$ cat config.mk
export PLATFORM = sky130hd
export DESIGN_NAME = sr_gate
export DESIGN_NICKNAME = d
export VERILOG_FILES = /design/src/rtl/sr_pkg.sv /design/src/rtl/sr_timer.sv /design/src/rtl/sr_phase_sel.sv /design/src/rtl/sr_out_gate.sv /design/src/rtl/sr_gate.sv
export SDC_FILE = /design/constraint.sdc
export NUM_CORES = 1
export LEC_CHECK = 0
export BUFFER_PORTS_ARGS = -buffer_cell sky130_fd_sc_hd__buf_4
export CORE_ASPECT_RATIO = 1.4
export CORE_UTILIZATION = 25
export DETAILED_ROUTE_END_ITERATION = 10
export PLACE_DENSITY_LB_ADDON = 0.08
export RECOVER_POWER = 100
export SLEW_MARGIN = 5
export SYNTH_ARGS = -nofsm -noshare
export SYNTH_HDL_FRONTEND = slang
export SYNTH_SLANG_ARGS = --single-unit
$ cat constraint.sdc
create_clock -name clk -period 6.8 [get_ports clk]
set_input_delay 0 -clock clk [delete_from_list [all_inputs] [get_ports clk]]
set_output_delay 0 -clock clk [all_outputs]
set_load 0.01 [all_outputs]
$ cat src/rtl/sr_pkg.sv
package sr_pkg;

    typedef enum logic {
        PH_HI = 1'b0,
        PH_LO = 1'b1
    } sr_phase_e;

    typedef struct packed {
        logic lo;
        logic hi;
    } sr_pair_t;

    function automatic sr_phase_e sr_flip(input sr_phase_e p);
        return (p == PH_HI) ? PH_LO : PH_HI;
    endfunction

endpackage

$ cat src/rtl/sr_timer.sv
module sr_timer #(
    parameter int CNT_W = 8
) (
    input  logic             clk,
    input  logic             rst,
    input  logic             soc,
    input  logic [CNT_W-1:0] cfg_delay,
    input  logic [CNT_W-1:0] cfg_ontime,
    output logic             win
);
    localparam int LIM_W = CNT_W + 1;

    logic [LIM_W-1:0] cnt;
    logic [CNT_W-1:0] dly_q;
    logic [CNT_W-1:0] ont_q;
    logic             active;
    logic [LIM_W-1:0] lim;

    assign lim = {1'b0, dly_q} + {1'b0, ont_q};

    always_ff @(posedge clk) begin
        if (rst) begin
            cnt    <= '0;
            dly_q  <= '0;
            ont_q  <= '0;
            active <= 1'b0;
        end else if (soc) begin
            cnt    <= '0;
            dly_q  <= cfg_delay;
            ont_q  <= cfg_ontime;
            active <= 1'b1;
        end else if (active && (cnt != lim)) begin
            cnt <= cnt + 1'b1;
        end
    end

    assign win = active && (cnt >= {1'b0, dly_q}) && (cnt < lim);

    // a strobe restarts the count
    a_r2_restart_zero: assert property (@(posedge clk) disable iff (rst)
        soc |=> (cnt == '0));

    // the count saturates at the window end
    a_r4_cnt_bounded: assert property (@(posedge clk) disable iff (rst)
        cnt <= lim);

    // latched settings hold between strobes
    a_r10_cfg_hold: assert property (@(posedge clk) disable iff (rst)
        !soc |=> ($stable(dly_q) && $stable(ont_q)));

endmodule

$ cat src/rtl/sr_phase_sel.sv
module sr_phase_sel
    import sr_pkg::*;
(
    input  logic      clk,
    input  logic      rst,
    input  logic      soc,
    input  logic      win,
    output sr_pair_t  raw
);
    sr_phase_e cur_ph;
    sr_phase_e nxt_ph;

    always_ff @(posedge clk) begin
        if (rst) begin
            cur_ph <= PH_HI;
            nxt_ph <= PH_HI;
        end else if (soc) begin
            cur_ph <= nxt_ph;
            nxt_ph <= sr_flip(nxt_ph);
        end
    end

    assign raw.hi = win && (cur_ph == PH_HI);
    assign raw.lo = win && (cur_ph == PH_LO);

    // successive strobes select alternating phases
    a_r5_alternate: assert property (@(posedge clk) disable iff (rst)
        soc |=> (cur_ph != nxt_ph));

endmodule

$ cat src/rtl/sr_out_gate.sv
module sr_out_gate
    import sr_pkg::*;
(
    input  logic     clk,
    input  logic     rst,
    input  logic     soc,
    input  sr_pair_t pri,
    input  sr_pair_t raw,
    output sr_pair_t pin
);
    logic [1:0] pri_v;
    logic [1:0] raw_v;
    logic [1:0] pin_q;

    assign pri_v = {pri.lo, pri.hi};
    assign raw_v = {raw.lo, raw.hi};

    // channel i (0 = high phase, 1 = low phase) drives the opposite pin
    for (genvar i = 0; i < 2; i++) begin : g_ch
        always_ff @(posedge clk) begin
            if (rst) pin_q[1-i] <= 1'b0;
            else     pin_q[1-i] <= !soc && pri_v[i] && raw_v[i];
        end
    end

    assign pin.hi = pin_q[0];
    assign pin.lo = pin_q[1];

    // low pin only follows an active primary high gate
    a_r6_lo_needs_prihi: assert property (@(posedge clk) disable iff (rst)
        pin.lo |-> $past(pri.hi));

    // high pin only follows an active primary low gate
    a_r7_hi_needs_prilo: assert property (@(posedge clk) disable iff (rst)
        pin.hi |-> $past(pri.lo));

    // a strobe forces both gates low
    a_r11_soc_blank: assert property (@(posedge clk) disable iff (rst)
        soc |=> (!pin.hi && !pin.lo));

    // never both gates on
    a_r5_exclusive: assert property (@(posedge clk) disable iff (rst)
        $onehot0({pin.hi, pin.lo}));

    // reset clears the gates
    a_r1_reset_low: assert property (@(posedge clk)
        rst |=> (!pin.hi && !pin.lo));

endmodule

$ cat src/rtl/sr_gate.sv
module sr_gate
    import sr_pkg::*;
#(
    parameter int CNT_W = 8
) (
    input  logic             clk,
    input  logic             rst,
    input  logic             soc,
    input  logic             pri_hi,
    input  logic             pri_lo,
    input  logic [CNT_W-1:0] cfg_delay,
    input  logic [CNT_W-1:0] cfg_ontime,
    output logic             sec_hi_gate,
    output logic             sec_lo_gate
);
    logic     win;
    sr_pair_t raw;
    sr_pair_t pri;
    sr_pair_t pin;

    assign pri.hi = pri_hi;
    assign pri.lo = pri_lo;

    sr_timer #(.CNT_W(CNT_W)) u_timer (
        .clk        (clk),
        .rst        (rst),
        .soc        (soc),
        .cfg_delay  (cfg_delay),
        .cfg_ontime (cfg_ontime),
        .win        (win)
    );

    sr_phase_sel u_phase (
        .clk (clk),
        .rst (rst),
        .soc (soc),
        .win (win),
        .raw (raw)
    );

    sr_out_gate u_out (
        .clk (clk),
        .rst (rst),
        .soc (soc),
        .pri (pri),
        .raw (raw),
        .pin (pin)
    );

    assign sec_hi_gate = pin.hi;
    assign sec_lo_gate = pin.lo;

endmodule

==> results.json <==
{
  "outcome": "finished, final reports clean",
  "io_pins": 23,
  "dieArea_um2": 7760,
  "area_growth_pct": 27.4,
  "drc": 0,
  "fillers": 766,
  "crit_cells": 14,
  "initial_core_util": 0.262,
  "total_power_uw": 413,
  "fin_util": 0.334,
  "synth_edf_count": 0,
  "cp-endpoint": "u_timer.cnt[7]$_SDFFE_PP0P_",
  "clk_latency_ns": 0.28,
  "gr-total-overflow": 0,
  "power.internal_uw": 305,
  "rsz0062_at_grt": "no",
  "fin_crit_sh": 0.480,
  "slowest_delay_ns": 0.40,
  "worst-r2r-cell-count": 14,
  "antenna_left": 0,
  "yosys_warnings": 0,
  "syn-cell-area_um2": 1850,
  "hold_buffers": 18,
  "worst_slew_pin_slew_ns": 0.406,
  "end_kind": "flip-flop",
  "cts.sinks": 30,
  "synth_area_leaders": "dfxtp_1 32%, ha_1 18%, mux2i_1 9.7%, nor2_1 6.9%, xnor2_1 4.3%",
  "drtPass1Iterations": 4,
  "synth_nets": 248,
  "final.setup.tns_ns": 0,
  "slew_viol_final": 0,
  "post_cts_buffers": 0,
  "portBuffers": 22,
  "core_region_area_um2": 7070,
  "slowest_stage": "fa_1",
  "gr-usage-all-layers": 0.124,
  "fmax_ghz": 0.306,
  "grt_max_degree": 21,
  "report.final.hold_viol_count": 0,
  "grt_pass1_wl_mm": 7.27,
  "ys_seq_area_frac": 0.324,
  "drive_above_1_share": 0.123,
  "regToRegStartpoint": "u_timer.dly_q[0]$_SDFFE_PP0P_",
  "p_leak_uw": 0.00105,
  "ir_drop_mv": 0.0784,
  "cp_data_arrival_time_ns": 3.42,
  "grt_pass1_vias": 1594,
  "synth_seq_cells": 30,
  "synthFlopType": "dfxtp_1",
  "worst-path-buf-inv": 1,
  "clk_pin_slew_worst_paths_ns": 0.07,
  "wl_per_cell_um": 12.5,
  "crit_required_ns": 6.95,
  "period_minus_slack_ns": 3.27,
  "min_from": "rst",
  "wirelength_mm": 4.21,
  "hp-class": "input pin to flip-flop",
  "clk_path_buf_depth": 2,
  "cp_max_fo": 5,
  "hpwl_mm": 3.16,
  "crit_family": "compound AO/OA/AOI/OAI gates",
  "clkPwrFrac": 0.358,
  "powerDensity_nw_per_um2": 175,
  "path_class": "flip-flop to flip-flop",
  "p_switching_uw": 108,
  "maxCapViolCount": 0,
  "die_w_um": 74.8,
  "synth_top_area_cell": "dfxtp_1",
  "finClkSkew_ns": 0.00764,
  "synth_cells": 200,
  "startpoint": "u_timer.dly_q[0]$_SDFFE_PP0P_",
  "cts_resized": 0,
  "crit_chain": "ha_1 -> inv_1 -> fa_1 -> nor2b_1 -> o21ai_0 -> a21boi_0 -> o21ai_0 -> a211o_1 -> ha_1 -> and2_0 -> a31o_1 -> nor3_1 -> xnor2_1 -> nor2_1",
  "seq_power_share": 0.457,
  "gp_congestion": 0.753,
  "num_rows": 36,
  "fin_nets": 290,
  "r2r_end": "u_timer.cnt[7]$_SDFFE_PP0P_",
  "drt_iter0_drc": 37,
  "synth_top_area_share": 0.324,
  "htreeDepth": 2,
  "relSlewSlack": 0.725,
  "n_antenna_cell": 0,
  "p_sw_frac": 0.261,
  "tritoncts": "yes",
  "worstSetupStartpointType": "flip-flop",
  "async_flop_share": 0,
  "avgSynthCellArea_um2": 9.27,
  "pwr-share-comb": 0.184,
  "r2r_slack_ns": 3.53,
  "via_per_inst": 4.46,
  "antenna_found_initial": 0,
  "root_buffer": "clkbuf_8",
  "die_y_um": 104,
  "vias": 1506,
  "finalSetupViolCount": 0,
  "ys_types": 38,
  "numCtsBuffers": 5
}
metrics by stage:
| step | hold WS [ns] | cells | worst slack, ns | instance area (um2) |
|---|---|---|---|---|
| finish | 0.0538 | 338 | 3.53 | 2360 |
| global route | 0.0620 | 338 | 3.20 | 2360 |
| CTS | 0.0542 | 338 | 3.64 | 2380 |
| detailed placement | 0.243 | 312 | 3.66 | 2110 |
| global placement | 0.235 | 312 | 3.74 | 2110 |
| floorplan | 0.126 | 200 | 3.96 | 1850 |
synth_stat cells (all sizes together), types with 4 or more instances:
library cell,instances
ha,26
inv,13
nor3,6
nand2,6
o21ai,4
nor2,34
a21oi,5
dfxtp,30
and3,5
xor2,5
xnor2,9
nand3,6
mux2i,18
flip-flops by register name, summed over array words and instances, names as in the netlist:
signal,flops
u_timer.active,1
u_out.pin,2
u_phase.cur_ph,1
u_phase.nxt_ph,1
u_timer.dly_q,8
u_timer.cnt,9
u_timer.ont_q,8
placed cells by master (no fill, tap or decap), types with 2 or more instances in the layout:
| master | count |
|---|---|
| nor3_1 | 6 |
| a21oi_1 | 5 |
| a211o_1 | 2 |
| dfxtp_1 | 30 |
| clkbuf_4 | 16 |
| o21ai_0 | 4 |
| nand2_1 | 6 |
| mux2i_1 | 18 |
| xnor2_1 | 9 |
| xor2_1 | 5 |
| clkbuf_1 | 3 |
| nand3_1 | 6 |
| a31oi_1 | 2 |
| ha_1 | 26 |
| and4_1 | 2 |
| dlygate4sd3_1 | 18 |
| nor2b_1 | 2 |
| nor2_1 | 34 |
| buf_4 | 4 |
| clkbuf_8 | 6 |
| or2_1 | 2 |
| a21o_1 | 3 |
| and3_1 | 5 |
| inv_1 | 13 |
layout make-up:
class	count	area, um2	area share
clock buffers	7	86.3	0.0366
clock inverters	1	5.00	0.00212
inverters	13	48.8	0.0207
multi-input cells	152	1160	0.493
repair buffers	40	338	0.143
flip-flops and latches	30	601	0.254
well taps	95	119	0.0503
power by group through the flow:
stage / Clock (uW) / Sequential (uW) / Combinational (uW)
after floorplan: 0 / 191 / 50.0
after global placement: 0 / 193 / 71.4
after detailed placement: 0 / 193 / 70.7
after CTS: 157 / 189 / 78.9
after global routing: 166 / 190 / 86.1
final: 148 / 189 / 76.2
kinds of logic (layout without fill, tap and decap cells):
| logic type | count (synthesis) | count (layout) | synth area share |
|---|---|---|---|
| simple gates | 67 | 67 | 0.178 |
| flops | 30 | 30 | 0.324 |
| fa+ha+maj | 27 | 27 | 0.186 |
| compound gates | 26 | 26 | 0.108 |
| mux | 18 | 18 | 0.0972 |
| buf+inv | 18 | 61 | 0.0398 |
| xor+xnor | 14 | 14 | 0.0662 |
per-layer routing:
metal / GRT usage / part of all wire
met1: 0.150 / 0.46
met2: 0.210 / 0.50
met3: 0.0291 / 0.022
met4: 0.0445 / 0.017
met5: 0 / 0
worst min-delay path by stage:
| stage | slack [ns] | to | cells past startpoint |
|---|---|---|---|
| finish | 0.05 | u_timer.ont_q[1]$_SDFFE_PP0P_ | 2 |
| detailed placement | 0.24 | u_timer.ont_q[5]$_SDFFE_PP0P_ | 3 |
| CTS | 0.05 | u_timer.ont_q[0]$_SDFFE_PP0P_ | 2 |
| global placement | 0.24 | u_timer.ont_q[0]$_SDFFE_PP0P_ | 3 |
| floorplan | 0.13 | u_out.pin[0]$_SDFF_PP0_ | 2 |
| global route | 0.06 | u_timer.ont_q[0]$_SDFFE_PP0P_ | 2 |
Power figures use the tool's default switching activity.
